==> src/rtl/extmem_pkg.sv <==
package extmem_pkg;
  localparam int ADDR_W     = 24;
  localparam int PAGE_W     = 8;
  localparam int IMM_W      = 10;
  localparam int IO_AW      = PAGE_W + IMM_W;
  localparam int DATA_W     = 16;
  localparam int BYTE_W     = DATA_W / 2;
  localparam int WAIT_W     = 4;
  localparam int NUM_SPACES = 6;
  localparam int SPACE_W    = 3;

  typedef enum logic [SPACE_W-1:0] {
    SP_BANK0 = 3'd0, SP_BANK1 = 3'd1, SP_BANK2 = 3'd2, SP_BANK3 = 3'd3,
    SP_IO    = 3'd4, SP_BOOT  = 3'd5
  } space_e;

  // Field order fixes the bit positions software writes.
  typedef struct packed {
    logic              ready_mode;
    logic              wr_hold;
    logic              strobe_hi;
    logic              bus16;
    logic [WAIT_W-1:0] wr_wait;
    logic [WAIT_W-1:0] rd_wait;
  } space_cfg_t;

  localparam int CFG_W = $bits(space_cfg_t);

  typedef enum logic [1:0] {ST_IDLE, ST_ACT, ST_HOLD} acc_state_e;

  // Pages 0 and all-ones stay on chip.
  function automatic logic page_is_ext(input logic [PAGE_W-1:0] pg);
    return (pg != '0) && (pg != '1);
  endfunction

  // Bank index is the top two page bits, which gives four equal ranges.
  function automatic logic [1:0] bank_of_page(input logic [PAGE_W-1:0] pg);
    return pg[PAGE_W-1:PAGE_W-2];
  endfunction

  function automatic logic [IO_AW-1:0] io_word(input logic [PAGE_W-1:0] pg,
                                               input logic [IMM_W-1:0] imm);
    return {pg, imm};
  endfunction

  function automatic logic [ADDR_W:0] byte_addr(input logic [ADDR_W-1:0] word,
                                                input logic half);
    return {word, half};
  endfunction
endpackage

==> src/rtl/extmem_cfg_regs.sv <==
module extmem_cfg_regs
  import extmem_pkg::*;
#(
  parameter logic [CFG_W-1:0] CFG_RESET = 12'h133
) (
  input  logic              clk,
  input  logic              rst_n,
  input  logic              cfg_we,
  input  logic [SPACE_W-1:0] cfg_idx,
  input  logic [CFG_W-1:0]  cfg_wdata,
  input  logic              iopage_we,
  input  logic [PAGE_W-1:0] iopage_wdata,
  output space_cfg_t        cfg_q [NUM_SPACES],
  output logic [PAGE_W-1:0] io_page
);
  for (genvar i = 0; i < NUM_SPACES; i++) begin : g_space
    always_ff @(posedge clk or negedge rst_n) begin
      if (!rst_n) cfg_q[i] <= space_cfg_t'(CFG_RESET);
      else if (cfg_we && (cfg_idx == SPACE_W'(i))) cfg_q[i] <= space_cfg_t'(cfg_wdata);
    end
  end

  always_ff @(posedge clk or negedge rst_n) begin
    if (!rst_n) io_page <= '0;
    else if (iopage_we) io_page <= iopage_wdata;
  end
endmodule

==> src/rtl/extmem_addr_decode.sv <==
module extmem_addr_decode
  import extmem_pkg::*;
#(
  parameter int BOOT_PAGES   = 63,
  parameter int IO_RSV_PAGES = 8
) (
  input  logic              req_io,
  input  logic              req_boot,
  input  logic [ADDR_W-1:0] req_addr,
  input  logic [IMM_W-1:0]  req_imm,
  input  logic [PAGE_W-1:0] io_page,
  output logic              is_ext,
  output space_e            space,
  output logic [ADDR_W-1:0] word_addr
);
  logic [PAGE_W-1:0] page;
  assign page = req_addr[ADDR_W-1 -: PAGE_W];

  always_comb begin
    if (req_io) begin
      space     = SP_IO;
      word_addr = {{(ADDR_W-IO_AW){1'b0}}, io_word(io_page, req_imm)};
      is_ext    = 32'(io_page) >= IO_RSV_PAGES;
    end else if (req_boot) begin
      space     = SP_BOOT;
      word_addr = req_addr;
      is_ext    = 32'(page) < BOOT_PAGES;
    end else begin
      space     = space_e'({1'b0, bank_of_page(page)});
      word_addr = req_addr;
      is_ext    = page_is_ext(page);
    end
  end
endmodule

==> src/rtl/extmem_access_fsm.sv <==
module extmem_access_fsm
  import extmem_pkg::*;
(
  input  logic       clk,
  input  logic       rst_n,
  input  logic       start,
  input  logic       write,
  input  logic       wide,
  input  space_cfg_t cfg,
  input  logic       ext_ready,
  output space_cfg_t cfg_act,
  output logic       active,
  output logic       rd_on,
  output logic       wr_on,
  output logic       hold_phase,
  output logic       phase,
  output logic       capture,
  output logic       done
);
  acc_state_e        st;
  logic [WAIT_W-1:0] cnt;
  logic              two_bytes, wr_q, done_q;

  logic              count_end, need_hold, more;
  logic [WAIT_W-1:0] reload;

  assign count_end = (st == ST_ACT) && (cnt == '0) && (!cfg_act.ready_mode || ext_ready);
  assign need_hold = wr_q && cfg_act.wr_hold;
  assign more      = two_bytes && !phase;
  assign reload    = wr_q ? cfg_act.wr_wait : cfg_act.rd_wait;

  always_ff @(posedge clk or negedge rst_n) begin
    if (!rst_n) begin
      st <= ST_IDLE; cnt <= '0; phase <= 1'b0; two_bytes <= 1'b0;
      wr_q <= 1'b0; cfg_act <= '0; done_q <= 1'b0;
    end else begin
      done_q <= 1'b0;
      unique case (st)
        ST_IDLE: if (start) begin
          st        <= ST_ACT;
          cfg_act   <= cfg;
          wr_q      <= write;
          two_bytes <= wide && !cfg.bus16;
          phase     <= 1'b0;
          cnt       <= write ? cfg.wr_wait : cfg.rd_wait;
        end
        ST_ACT: begin
          if (cnt != '0) cnt <= cnt - 1'b1;
          else if (count_end) begin
            if (need_hold) st <= ST_HOLD;
            else if (more) begin phase <= 1'b1; cnt <= reload; end
            else begin st <= ST_IDLE; done_q <= 1'b1; end
          end
        end
        ST_HOLD: begin
          if (more) begin st <= ST_ACT; phase <= 1'b1; cnt <= reload; end
          else begin st <= ST_IDLE; done_q <= 1'b1; end
        end
        default: st <= ST_IDLE;
      endcase
    end
  end

  assign active     = (st != ST_IDLE);
  assign rd_on      = (st == ST_ACT) && !wr_q;
  assign wr_on      = (st == ST_ACT) && wr_q;
  assign hold_phase = (st == ST_HOLD);
  assign capture    = count_end && !wr_q;
  assign done       = done_q;
endmodule

==> src/rtl/extmem_decoder.sv <==
module extmem_decoder
  import extmem_pkg::*;
#(
  parameter int                BOOT_PAGES   = 63,
  parameter int                IO_RSV_PAGES = 8,
  parameter logic [CFG_W-1:0]  CFG_RESET    = 12'h133
) (
  input  logic                clk,
  input  logic                rst_n,
  input  logic                req_valid,
  input  logic                req_write,
  input  logic                req_wide,
  input  logic                req_io,
  input  logic                req_boot,
  input  logic [ADDR_W-1:0]   req_addr,
  input  logic [IMM_W-1:0]    req_imm,
  input  logic [DATA_W-1:0]   req_wdata,
  input  logic                cfg_we,
  input  logic [SPACE_W-1:0]  cfg_idx,
  input  logic [CFG_W-1:0]    cfg_wdata,
  input  logic                iopage_we,
  input  logic [PAGE_W-1:0]   iopage_wdata,
  input  logic                ext_ready,
  input  logic [DATA_W-1:0]   ext_din,
  output logic [3:0]          bank_cs_n,
  output logic                io_cs_n,
  output logic                boot_cs_n,
  output logic [ADDR_W:0]     ext_addr,
  output logic [DATA_W-1:0]   ext_dout,
  output logic                rd_strobe,
  output logic                wr_strobe,
  output logic                busy,
  output logic                done,
  output logic                miss,
  output logic [DATA_W-1:0]   rsp_rdata
);
  space_cfg_t        cfg_all [NUM_SPACES];
  space_cfg_t        cfg_pick, cfg_act;
  logic [PAGE_W-1:0] io_page;
  logic              dec_ext;
  space_e            dec_space, space_l;
  logic [ADDR_W-1:0] dec_word, addr_l;
  logic [DATA_W-1:0] wdata_l, rdata_q;
  logic              accept, start, miss_q;
  logic              active, rd_on, wr_on, hold_phase, phase, capture;
  logic [NUM_SPACES-1:0] sel_n_all;

  extmem_cfg_regs #(.CFG_RESET(CFG_RESET)) u_cfg (
    .clk(clk), .rst_n(rst_n), .cfg_we(cfg_we), .cfg_idx(cfg_idx),
    .cfg_wdata(cfg_wdata), .iopage_we(iopage_we), .iopage_wdata(iopage_wdata),
    .cfg_q(cfg_all), .io_page(io_page)
  );

  extmem_addr_decode #(.BOOT_PAGES(BOOT_PAGES), .IO_RSV_PAGES(IO_RSV_PAGES)) u_dec (
    .req_io(req_io), .req_boot(req_boot), .req_addr(req_addr), .req_imm(req_imm),
    .io_page(io_page), .is_ext(dec_ext), .space(dec_space), .word_addr(dec_word)
  );

  always_comb begin
    cfg_pick = cfg_all[0];
    for (int i = 1; i < NUM_SPACES; i++)
      if (dec_space == SPACE_W'(i)) cfg_pick = cfg_all[i];
  end

  assign accept = req_valid && !active;
  assign start  = accept && dec_ext;

  extmem_access_fsm u_fsm (
    .clk(clk), .rst_n(rst_n), .start(start), .write(req_write), .wide(req_wide),
    .cfg(cfg_pick), .ext_ready(ext_ready), .cfg_act(cfg_act), .active(active),
    .rd_on(rd_on), .wr_on(wr_on), .hold_phase(hold_phase), .phase(phase),
    .capture(capture), .done(done)
  );

  always_ff @(posedge clk or negedge rst_n) begin
    if (!rst_n) begin
      space_l <= SP_BANK0; addr_l <= '0; wdata_l <= '0; miss_q <= 1'b0;
    end else begin
      miss_q <= accept && !dec_ext;
      if (start) begin
        space_l <= dec_space; addr_l <= dec_word; wdata_l <= req_wdata;
      end
    end
  end

  always_ff @(posedge clk or negedge rst_n) begin
    if (!rst_n) rdata_q <= '0;
    else if (start) rdata_q <= '0;
    else if (capture) begin
      if (cfg_act.bus16)  rdata_q <= ext_din;
      else if (phase)     rdata_q[DATA_W-1:BYTE_W] <= ext_din[BYTE_W-1:0];
      else                rdata_q[BYTE_W-1:0]      <= ext_din[BYTE_W-1:0];
    end
  end

  for (genvar i = 0; i < NUM_SPACES; i++) begin : g_sel
    assign sel_n_all[i] = !(active && (space_l == SPACE_W'(i)));
  end

  assign bank_cs_n = sel_n_all[3:0];
  assign io_cs_n   = sel_n_all[SP_IO];
  assign boot_cs_n = sel_n_all[SP_BOOT];
  assign ext_addr  = active ? byte_addr(addr_l, phase) : '0;
  assign ext_dout  = cfg_act.bus16 ? wdata_l
                   : {{BYTE_W{1'b0}}, phase ? wdata_l[DATA_W-1:BYTE_W] : wdata_l[BYTE_W-1:0]};
  assign rd_strobe = cfg_act.strobe_hi ? rd_on : !rd_on;
  assign wr_strobe = cfg_act.strobe_hi ? wr_on : !wr_on;
  assign busy      = active;
  assign miss      = miss_q;
  assign rsp_rdata = rdata_q;
endmodule

==> config.mk <==
export PLATFORM = sky130hd
export DESIGN_NAME = extmem_decoder
export DESIGN_NICKNAME = d
export VERILOG_FILES = /design/src/rtl/extmem_pkg.sv /design/src/rtl/extmem_cfg_regs.sv /design/src/rtl/extmem_addr_decode.sv /design/src/rtl/extmem_access_fsm.sv /design/src/rtl/extmem_decoder.sv
export SDC_FILE = /design/constraint.sdc
export NUM_CORES = 1
export LEC_CHECK = 0
export BUFFER_PORTS_ARGS = -buffer_cell sky130_fd_sc_hd__buf_2
export CAP_MARGIN = 20
export CORE_MARGIN = 8
export CORE_UTILIZATION = 50
export DETAILED_ROUTE_END_ITERATION = 12
export HOLD_SLACK_MARGIN = 0.02
export PLACE_DENSITY = 0.74
export SYNTH_ARGS = -nofsm -noshare
export SYNTH_HDL_FRONTEND = slang
export SYNTH_SLANG_ARGS = --single-unit
==> constraint.sdc <==
create_clock -name clk -period 6 [get_ports clk]
set_input_delay 0.6 -clock clk [delete_from_list [all_inputs] [get_ports clk]]
set_output_delay 0.6 -clock clk [all_outputs]
set_load 0.005 [all_outputs]
# After elaboration in Yosys (flattened, before gate mapping)
# Cells that the tools add are included.
# word_totals
regBits	162
in_bits	99
output_inout_bits	68
# classes
n_addsub	1
order_cmp	2
n_eq_ne	26
n_mux	46
n_reduce_logical	55
# ops
cell	n
16-bit two-way mux	4
12-bit two-way mux	5
4-bit two-way mux	7
25-bit two-way mux	1
1-bit logical AND	24
24-bit two-way mux	1
8-bit two-way mux	3
3-bit by 2-bit equality test with 1-bit output, second input constant	6
3-bit equality test, second input constant	6
1-bit logical NOT	14
1-bit two-way mux	14
4-bit one-hot mux with 3 select lines	1
2-bit two-way mux	5
3-bit by 1-bit equality test with 1-bit output, second input constant	3
3-bit by 2-bit inequality test with 1-bit output, second input constant	3
8-bit by 4-bit greater-or-equal comparator with 1-bit output, second input constant	1
8-bit by 6-bit less-than comparator with 1-bit output, second input constant	1
8-bit inequality test, second input constant	1
4-bit AND reduction	2
8-bit nonzero test	1
3-bit logical NOT	2
3-bit two-way mux	2
2-bit inequality test, second input constant	3
2-bit one-hot mux with 3 select lines	1
15 further kinds	19

# Logic depth before layout (Yosys ltp)
# Gate-level depths: netlist (run 1).
# logic_depth
depth_word	11
ltp_mapped	9
depth_no_buf	7

# Hierarchy
# From an unflattened synthesis (run 1), not the netlist that was laid out.
# hier_totals
cells_unflattened	784
hier_area_um2	8603.3
# modules_own_cells
mod	instances	cells_each	area_each_um2	seq_area_each_um2
extmem_decoder	1	441	3706.1	1501.4
extmem_cfg_regs	1	173	3226.8	2039.5
extmem_access_fsm	1	126	1313.8	550.5
extmem_addr_decode	1	44	356.6	0.0

# Worst setup path before layout (run 1)
# Ideal clock, no wire load.
# synth_path
path_kind	input -> register
start	input req_addr[22]
end	register u_fsm.cnt[0]
setup_ns	0.125
arrival_ns	2.042
required_ns	5.875
setup_slack_ns	3.833
stages	6
n_path_buf	1
path_cell_list	buf_6 -> or4b_4 -> or2_0 -> a311oi_1 -> o211ai_1 -> mux2_2
# synth_via
elab_chain_len	11
word_cells_on_any_way	24
classes_between	order compare (1); eq/ne (7); mux (12); reduce/logical (4)
# synth_lines
item	line_no	rtl
start: declaration	extmem_decoder.sv:15	input logic [ADDR_W-1:0] req_addr,
3-bit two-way mux	extmem_addr_decode.sv:24	end else if (req_boot) begin
3-bit two-way mux	extmem_addr_decode.sv:20	if (req_io) begin
3-bit by 1-bit equality test with 1-bit output	extmem_decoder.sv:62	if (dec_space == SPACE_W'(i)) cfg_pick = cfg_all[i];
12-bit two-way mux (5 in a row)	extmem_decoder.sv:62	
4-bit two-way mux	extmem_access_fsm.sv:45	cnt <= write ? cfg.wr_wait : cfg.rd_wait;
4-bit two-way mux	extmem_access_fsm.sv:39	ST_IDLE: if (start) begin
4-bit one-hot mux with 3 select lines	extmem_access_fsm.sv:38	unique case (st)
end signal: assignment	extmem_access_fsm.sv:45	
end signal: assignment	extmem_access_fsm.sv:48	if (cnt != '0) cnt <= cnt - 1'b1;
end: declaration	extmem_access_fsm.sv:21	logic [WAIT_W-1:0] cnt;
# Several ways; a longest one is shown, not always the timed one. The select of a mux whose other input is x is not followed.
# A chain may end at the register's enable or synchronous reset.

# Final worst setup path (run 1)
# layout_path
start	input req_io
end	register wdata_l[3]
# layout_via
elab_chain_len	2
# layout_lines
item	line_no	rtl
start: declaration	extmem_decoder.sv:13	input logic req_io,
1-bit two-way mux	extmem_addr_decode.sv:20	
1-bit logical AND	extmem_decoder.sv:66	assign start = accept && dec_ext;
end signal: assignment	extmem_decoder.sv:81	space_l <= dec_space; addr_l <= dec_word; wdata_l <= req_wdata;
end: declaration	extmem_decoder.sv:43	logic [DATA_W-1:0] wdata_l, rdata_q;
# No other way between the ends.

==> results of run 1 <==
routing by layer:
layer  GRT usage, %  part of all wire [%]  vias up
met5              0                     0        -
met4           7.39                   1.9        0
met3           3.94                   5.4       28
met2           32.3                    50      155
met1           26.0                    42     3168
li1               -                     -     2910
cell usage after synthesis, types with 9 or more instances:
master    number  area share, %
dfstp_2       30            9.5
o21ai_0       10           0.60
nand2_1       37            1.7
o221ai_1      14            1.5
nor2b_1       32            2.4
and2_1         9           0.68
mux2i_1       42            5.1
nand3b_1      11            1.0
dfrtp_1      132             40
a21oi_1       45            2.7
mux2_2       123             17
nor2_1        46            2.1
clkbuf_1      24            1.1
inv_1         22            1.0
a31oi_1       12           0.90
buf_2         17            1.0
sequential cells by signal (all words and copies together), names as in the netlist, 2 cells and up:
signal / count
u_cfg.io_page: 8
space_l: 3
u_cfg.cfg_q: 72
wdata_l: 16
u_fsm.st: 2
rsp_rdata: 16
addr_l: 24
u_fsm.cfg_act: 12
u_fsm.cnt: 4
power by group through the flow:
stage	sequential (mW)	combinational (mW)	clock (mW)
after floorplan	1.66	1.09	0
after global placement	1.76	1.53	0
after detailed placement	1.77	1.56	0
after CTS	1.76	1.57	1.12
after global routing	1.81	1.71	1.16
final	1.76	1.55	1.10
cell families after synthesis:
group | share of synthesized area, %
buffers and inverters | 3.60
adder cells (fa/ha/maj) | 0.905
multiplexers | 23.3
AO/OA/AOI/OAI | 11.0
flip-flops | 49.3
XOR/XNOR | 0.211
AND/OR/NAND/NOR | 11.7
cell usage in the layout, fill, tap and decap left out, types with 3 or more instances in the layout:
cell and instances:
and2_1 9, mux2i_1 42, clkbuf_16 17, buf_2 165, o21ai_0 10, inv_1 22, a21oi_1 45, o311a_1 3
a21boi_0 5, nor4b_1 4, nor2_1 46, nor3_1 4, o221ai_1 14, mux2_2 123, clkinvlp_4 3, nand3b_1 11
a31oi_1 12, o221a_2 3, nand3_1 7, nand2_1 37, buf_4 8, a211oi_1 7, a31o_2 6, dfrtp_1 132
nand2b_1 7, bufinv_16 3, nor2b_1 32, mux4_2 3, ha_1 6, o211ai_1 3, dfstp_2 30
critical path, stage by stage:
cell and delay, ns:
buf_2 0.08, buf_4 0.51, inv_1 0.57, o211a_1 0.34
nor3_4 0.53, buf_12 0.36, mux2_2 0.38
how the worst min path moves through the flow:
stage / start / end / slack (ns) / depth (start not counted)
detailed placement: wdata_l[6] / wdata_l[6] / 0.48 / 1
global placement: wdata_l[6] / wdata_l[6] / 0.46 / 1
CTS: rst_n / u_cfg.cfg_q[33] / 0.29 / 1
global route: rst_n / u_cfg.cfg_q[57] / 0.31 / 1
finish: rst_n / u_cfg.cfg_q[33] / 0.24 / 1
floorplan: rst_n / addr_l[0] / 0.30 / 0
area by class of cell:
type | instances | area [um2] | share of cell area, %
sequential | 162 | 4090 | 41.4
multi-input combinational | 488 | 3920 | 39.6
tap | 220 | 275 | 2.78
inverter | 22 | 82.6 | 0.835
timing repair buffer | 175 | 917 | 9.27
clock inverter | 12 | 156 | 1.58
antenna | 2 | 5.00 | 0.0506
clock buffer | 20 | 447 | 4.52
==> results.yml, run 1 <==
outcome:
  status: "completed"
synthesis:
  avgSynthCellArea_um2: 11.5
  ys.flop_type: "dfrtp_1"
  syn_inst: 721
  syn_nets: 826
  yosys_warnings: 0
  ys_seq_area_share_pct: 49.3
  synthArstFlopShare_pct: 100
  synth_edf_count: 0
  ys_ff_latch: 162
  syn_area_mm2: 0.00830
  netlist-cell-type-count: 68
placed_design:
  hpwl_um: 14500
  placed_area_mm2: 0.00928
  dp.cells: 1067
  io_buffers: 166
  gp_congestion: 0.839
  place_ws_ns: 2.48
sta:
  finalSetupTns_ns: 0
  setup_viol: 0
  fin_ws_ns: 2.89
  max_freq_mhz: 321
  skew_ns: 0.00686
  period_share_pct: 51.9
  hold_violations: 0
  hold_slack_ns: 0.238
  worst_pin_slew_ns: 0.916
  post-route-min-period_ns: 3.11
  rsz0062_at_grt: "no"
  slew_viol_final: 0
  relSlewSlack_pct: 38.6
finish:
  utilization_pct: 60.3
  area_growth_pct: 19.2
  postLayoutCellArea_mm2: 0.00989
  fill_cells: 1363
  fin_cells: 1101
  drive_above_1_share_pct: 43.0
  layout.nets: 971
power_and_ir_drop:
  power.switching_mw: 1.47
  p_leak_nw: 4.46
  vdd_ir_drop_max_v: 0.000255
  p_seq_share_pct: 39.8
  clkPwrFrac_pct: 25.0
  power.density_mw_per_mm2: 446
  p_sw_share_pct: 33.2
  power_mw: 4.42
  p_int_mw: 2.95
  power_frac_comb_pct: 35.2
clock_tree:
  htree_levels: 4
  ctsRootBufferMaster: "clkbuf_16"
  hold_buffers: 0
  cts_tree: "done"
  post_cts_buffers: 0
  clockBufferDepth: 2
  cts_made_buffers: 17
  cts_resized: 0
  cts.clk_slew.worst_paths_ns: 0.06
  clock_sinks: 162
  clock_latency_ns: 0.43
die:
  pin_count: 167
  row_count: 47
  die_w_um: 145
  core-area_mm2: 0.0164
  design.die.area_mm2: 0.0210
  start_util_pct: 50.6
  die_h_um: 145
flow_run:
  cap_viol_max_count: 0
worst_setup_path:
  critical_path_class: "in2reg"
  cp-start-kind: "primary input"
  r2r_cells: 7
  crit_start: "req_io"
  crit_path_end_kind: "flop"
  worstPathRequired_ns: 6.31
  crit_arrival_ns: 3.42
  r2r_slack_ns: 2.93
  endpoint: "wdata_l[3]"
  timing.rr.start: "u_fsm.cnt[0]"
  crit_fanout: 59
  r2r-end: "rsp_rdata[5]"
detailed_routing:
  drt_wl_total_um: 21000
  drt_iter0_drc: 430
  vias_per_cell: 5.69
  via_count: 6261
  detail-route-antenna-nets: 0
  wl_per_cell_um: 19.1
  dr.pass1.iters: 5
  drc: 0
global_route:
  grt_antenna_before_repair: 2
  grt_max_degree: 99
  grt_pass1_wl_um: 32500
  grt.total_usage_pct: 19.9
  grt_pass1_vias: 6157
  overflow: 0
worst_hold_path:
  min_path_type: "in2async"
Note: power is estimated with default switching activity, not from simulation.
==> run 2: changes to the inputs <==
PLACE_DENSITY = 0.77   (was 0.74)
clock period = 2.69 ns   (was 6 ns; I/O delays follow)
==> results.yml, run 2 (synthesis results as in run 1) <==
sta:
  period_share_pct: 91.6
  rsz0062_at_grt: "no"
  max_freq_mhz: 406
  setup_viol: 0
  finalSetupTns_ns: 0
  relSlewSlack_pct: 50.9
  skew_ns: 0.00719
  worst_pin_slew_ns: 0.737
  hold_violations: 0
  fin_ws_ns: 0.227
  post-route-min-period_ns: 2.46
  slew_viol_final: 0
detailed_routing:
  dr.pass1.iters: 5
  drt_iter0_drc: 454
  drt_wl_total_um: 21000
  via_count: 6246
  vias_per_cell: 5.62
  wl_per_cell_um: 18.9
  detail-route-antenna-nets: 0
  drc: 0
global_route:
  busiest_layer: "met2"
  grt_antenna_before_repair: 0
  grt.total_usage_pct: 20.3
  overflow: 0
  grtUsageMet1_pct: 25.8
  grt_pass1_vias: 6306
  grt_pass1_wl_um: 33000
  use_met3_pct: 4.27
  grt_max_degree: 65
  met2_usage_pct: 33.6
die:
  design.die.area_mm2: 0.0210
  row_count: 47
  die_h_um: 145
  core-area_mm2: 0.0164
  pin_count: 167
  start_util_pct: 50.6
  die_w_um: 145
finish:
  layout.nets: 983
  top_register: "u_cfg.cfg_q"
  largest_reg_flops: 72
  utilization_pct: 60.8
  top_regs: "u_cfg.cfg_q (72), addr_l (24)"
  ff_latch_area_mm2: 0.00409
  drive_above_1_share_pct: 43.8
  final_cell_mix: "buf_2 (165), dfrtp_1 (132), mux2_2 (123)"
  fill_cells: 1360
  final_common_cell: "buf_2"
  multi_input_area_mm2: 0.00391
  area_growth_pct: 20.2
placed_design:
  place_ws_ns: 0.309
  gp_congestion: 0.863
  io_buffers: 166
  hpwl_um: 15100
power_and_ir_drop:
  power.density_mw_per_mm2: 982
  vdd_ir_drop_max_v: 0.000650
  p_leak_nw: 4.52
worst_setup_path:
  crit_arrival_ns: 2.78
  r2r_cells: 7
  timing.rr.start: "u_fsm.cnt[0]"
  cp-start-kind: "flop"
  crit_fanout: 9
  critical_path_class: "reg2reg"
  r2r-end: "rsp_rdata[4]"
  r2r_slack_ns: 0.23
  crit_path_end_kind: "flop"
  worstPathRequired_ns: 3.00
outcome:
  status: "completed"
clock_tree:
  clockBufferDepth: 2
  cts_made_buffers: 17
  clock_sinks: 162
  cts_resized: 0
  htree_levels: 4
  clock_latency_ns: 0.43
  ctsRootBufferMaster: "clkbuf_16"
  cts.clk_slew.worst_paths_ns: 0.07
  cts_tree: "done"
worst_hold_path:
  min_to: "wdata_l[6]"
  hold_depth: 2
  hold_start: "req_wdata[6]"
  min_path_type: "in2reg"
flow_run:
  cap_viol_max_count: 0
run 2: changes by cell type in the layout (fill, tap and decap cells not counted), sizes merged:
cell | before | now
clkinvlp | 3 | 2
diode | 2 | 1
dlygate4sd3 | 0 | 1
bufinv | 3 | 1
inv | 24 | 30
clkbuf | 20 | 18
clkinv | 4 | 3
buf | 175 | 186
run 2: repair_timing:
action,in CTS,in global routing
endpoints found under the hold margin,58,0
hold buffers,1,0
setup buffers,0,0
run 2: cell type report:
| class | count | share of cell area [%] |
|---|---|---|
| Clock buffer | 18 | 4.30 |
| Antenna cell | 1 | 0.0251 |
| Timing Repair Buffer | 187 | 10.4 |
| Sequential cell | 162 | 41.0 |
| Inverter | 22 | 0.828 |
| Tap cell | 220 | 2.76 |
| Clock inverter | 14 | 1.44 |
| Multi-Input combinational cell | 488 | 39.2 |
run 2: worst max path at each step:
stage	startpoint	to	slack (ns)	depth (start not counted)
4_1_cts	u_fsm.phase	ext_dout[5]	0.19	3
5_1_grt	u_fsm.phase	ext_dout[5]	0.04	3
3_3_place_gp	u_fsm.cnt[0]	rsp_rdata[6]	0.39	7
3_5_place_dp	u_fsm.cnt[0]	rsp_rdata[0]	0.31	7
6_report	u_fsm.cnt[0]	rsp_rdata[4]	0.23	7
2_1_floorplan	u_fsm.cnt[0]	rsp_rdata[6]	0.63	9
run 2: critical path: stages (launching register included):
cell and delay [ns]:
dfrtp_1 0.41, inv_1 0.16, ha_1 0.23, nor3b_2 0.45, and4b_1 0.28, and2_1 0.46
mux2i_1 0.29, nor2_1 0.06
run 2: power by group:
group / total (mW) / switching, mW / leakage (nW) / internal, mW
logic: 3.56 / 1.74 / 2.33 / 1.82
registers: 3.88 / 0.563 / 1.92 / 3.31
clock network: 2.35 / 1.05 / 0.275 / 1.30
run 2: metal layers:
metal,vias to the layer above,part of all wire [%],routed length (um)
met5,-,0,0
met4,0,2.1,436
met3,28,6.5,1370
met2,187,50,10600
met1,3095,41,8670
li1,2936,-,-
run 2: stage by stage:
step | hold WS [ns] | power [mW] | cell area (um2) | instances
after global routing | 0.0565 | 10.4 | 9970 | 1111
after global placement | 0.298 | 7.36 | 9380 | 1078
after CTS | 0.0467 | 9.86 | 9970 | 1111
after detailed placement | 0.298 | 7.47 | 9380 | 1078
final | 0.0640 | 9.79 | 9970 | 1112
after floorplan | -0.0266 | 6.14 | 8300 | 721
==> run 3: changes to the inputs <==
==> constraint.sdc (replaced) <==
create_clock -name clk -period 2.69 [get_ports clk]
set_input_delay 0.4035 -clock clk [delete_from_list [all_inputs] [get_ports clk]]
set_output_delay 0.4035 -clock clk [all_outputs]
set_load 0.005 [all_outputs]
==> results.yml, run 3 (synthesis results as in run 1) <==
outcome:
  status: "completed"
clock_tree:
  clock_sinks: 162
  post_cts_buffers: 0
  clockBufferDepth: 2
  clock_latency_ns: 0.44
  cts_tree: "done"
  ctsRootBufferMaster: "clkbuf_16"
  cts.clk_slew.worst_paths_ns: 0.06
  cts_made_buffers: 17
  htree_levels: 4
worst_hold_path:
  hold_start: "req_wdata[6]"
  min_path_type: "in2reg"
detailed_routing:
  drt_iter0_drc: 414
  wl_per_cell_um: 18.8
  vias_per_cell: 5.74
  detail-route-antenna-nets: 0
  dr.pass1.iters: 5
  drt_wl_total_um: 21000
  via_count: 6409
  drc: 0
sta:
  hold_violations: 0
  skew_ns: 0.00836
  period_share_pct: 92.0
  slew_viol_final: 0
  setup_viol: 0
  max_freq_mhz: 404
  relSlewSlack_pct: 49.4
  worst_pin_slew_ns: 0.756
  post-route-min-period_ns: 2.47
  finalSetupTns_ns: 0
  rsz0062_at_grt: "no"
worst_setup_path:
  timing.rr.start: "u_fsm.cnt[0]"
  crit_path_end_kind: "flop"
  crit_fanout: 9
  cp-start-kind: "flop"
  critical_path_class: "reg2reg"
  worstPathRequired_ns: 3.00
  crit_arrival_ns: 2.78
  crit_start: "u_fsm.cnt[0]"
global_route:
  met2_usage_pct: 34.5
  grt.total_usage_pct: 20.3
  grt_pass1_vias: 6489
  use_met3_pct: 3.87
  grtUsageMet1_pct: 24.9
  grt_max_degree: 67
  grt_antenna_before_repair: 0
  busiest_layer: "met2"
  grt_pass1_wl_um: 33100
  overflow: 0
power_and_ir_drop:
  clkPwrFrac_pct: 24.0
  p_leak_nw: 4.55
  p_sw_share_pct: 34.3
  p_seq_share_pct: 39.3
  power.switching_mw: 3.36
  power.density_mw_per_mm2: 979
  p_int_mw: 6.44
  vdd_ir_drop_max_v: 0.000487
  power_frac_comb_pct: 36.8
finish:
  final_common_cell: "buf_2"
  layout.nets: 988
  top_regs: "u_cfg.cfg_q (72), addr_l (24)"
  num_antenna_cells: 0
  area_growth_pct: 20.7
  top_register: "u_cfg.cfg_q"
  drive_above_1_share_pct: 44.1
  largest_reg_flops: 72
  final_cell_mix: "buf_2 (165), dfrtp_1 (132), mux2_2 (123)"
  utilization_pct: 61.0
die:
  die_h_um: 145
  pin_count: 167
  row_count: 47
  core-area_mm2: 0.0164
  die_w_um: 145
  design.die.area_mm2: 0.0210
  start_util_pct: 50.6
placed_design:
  io_buffers: 166
  hpwl_um: 15400
  gp_congestion: 0.857
flow_run:
  cap_viol_max_count: 0
[run 3: per-layer routing]
| layer | wire length [um] | up-vias | share of wire [%] |
|---|---|---|---|
| li1 | - | 2954 | - |
| met1 | 8620 | 3212 | 41 |
| met2 | 10600 | 212 | 51 |
| met3 | 1300 | 31 | 6.2 |
| met4 | 440 | 0 | 2.1 |
| met5 | 0 | - | 0 |
[run 3: stage by stage]
stage / hold slack [ns] / cell area (um2) / instances / power, mW / setup slack [ns]
2_1_floorplan: 0.108 / 8300 / 721 / 6.14 / 0.631
3_3_place_gp: 0.447 / 9420 / 1083 / 7.37 / 0.364
3_5_place_dp: 0.444 / 9420 / 1083 / 7.48 / 0.258
4_1_cts: 0.177 / 10000 / 1116 / 9.86 / 0.244
5_1_grt: 0.190 / 10000 / 1116 / 10.4 / 0.0552
6_report: 0.186 / 10000 / 1116 / 9.80 / 0.215
[run 3: layout make-up]
cell class                      instances  area, um2
Clock inverter                         14        151
Clock buffer                           18        429
Timing Repair Buffer                  192       1070
Multi-Input combinational cell        488       3910
Fill cell                            1302       6390
Tap cell                              220        275
Sequential cell                       162       4090
Inverter                               22       82.6
[run 3: what timing repair did]
action	CTS	global route
setup endpoints to repair	0	0
resized for setup	0	0
hold endpoints to repair	58	0
hold buffers	1	0
[run 3: power by group through the flow]
stage / Combinational (mW) / Clock (mW) / Sequential [mW]
6_report: 3.60 / 2.35 / 3.85
5_1_grt: 3.98 / 2.47 / 3.95
2_1_floorplan: 2.44 / 0 / 3.70
3_3_place_gp: 3.53 / 0 / 3.84
4_1_cts: 3.63 / 2.39 / 3.84
3_5_place_dp: 3.61 / 0 / 3.87
[run 3: final timing paths]
check / slack, ns / end / cells past startpoint
min: 0.19 / wdata_l[6] / 2
max in group asynchronous: 1.47 / u_cfg.cfg_q[4] / 3
min in group asynchronous: 0.53 / u_cfg.cfg_q[39] / 2
max reg2reg: 0.22 / rsp_rdata[1] / 7
max: 0.22 / rsp_rdata[1] / 7
min reg2reg: 0.50 / addr_l[23] / 1
[run 3: worst max-delay path: stages, from the launching register on]
cell,delay [ns]
dfrtp_1,0.42
inv_1,0.16
ha_1,0.23
nor3b_2,0.47
and4b_1,0.29
and2_1,0.44
mux2i_1,0.28
nor2_1,0.06
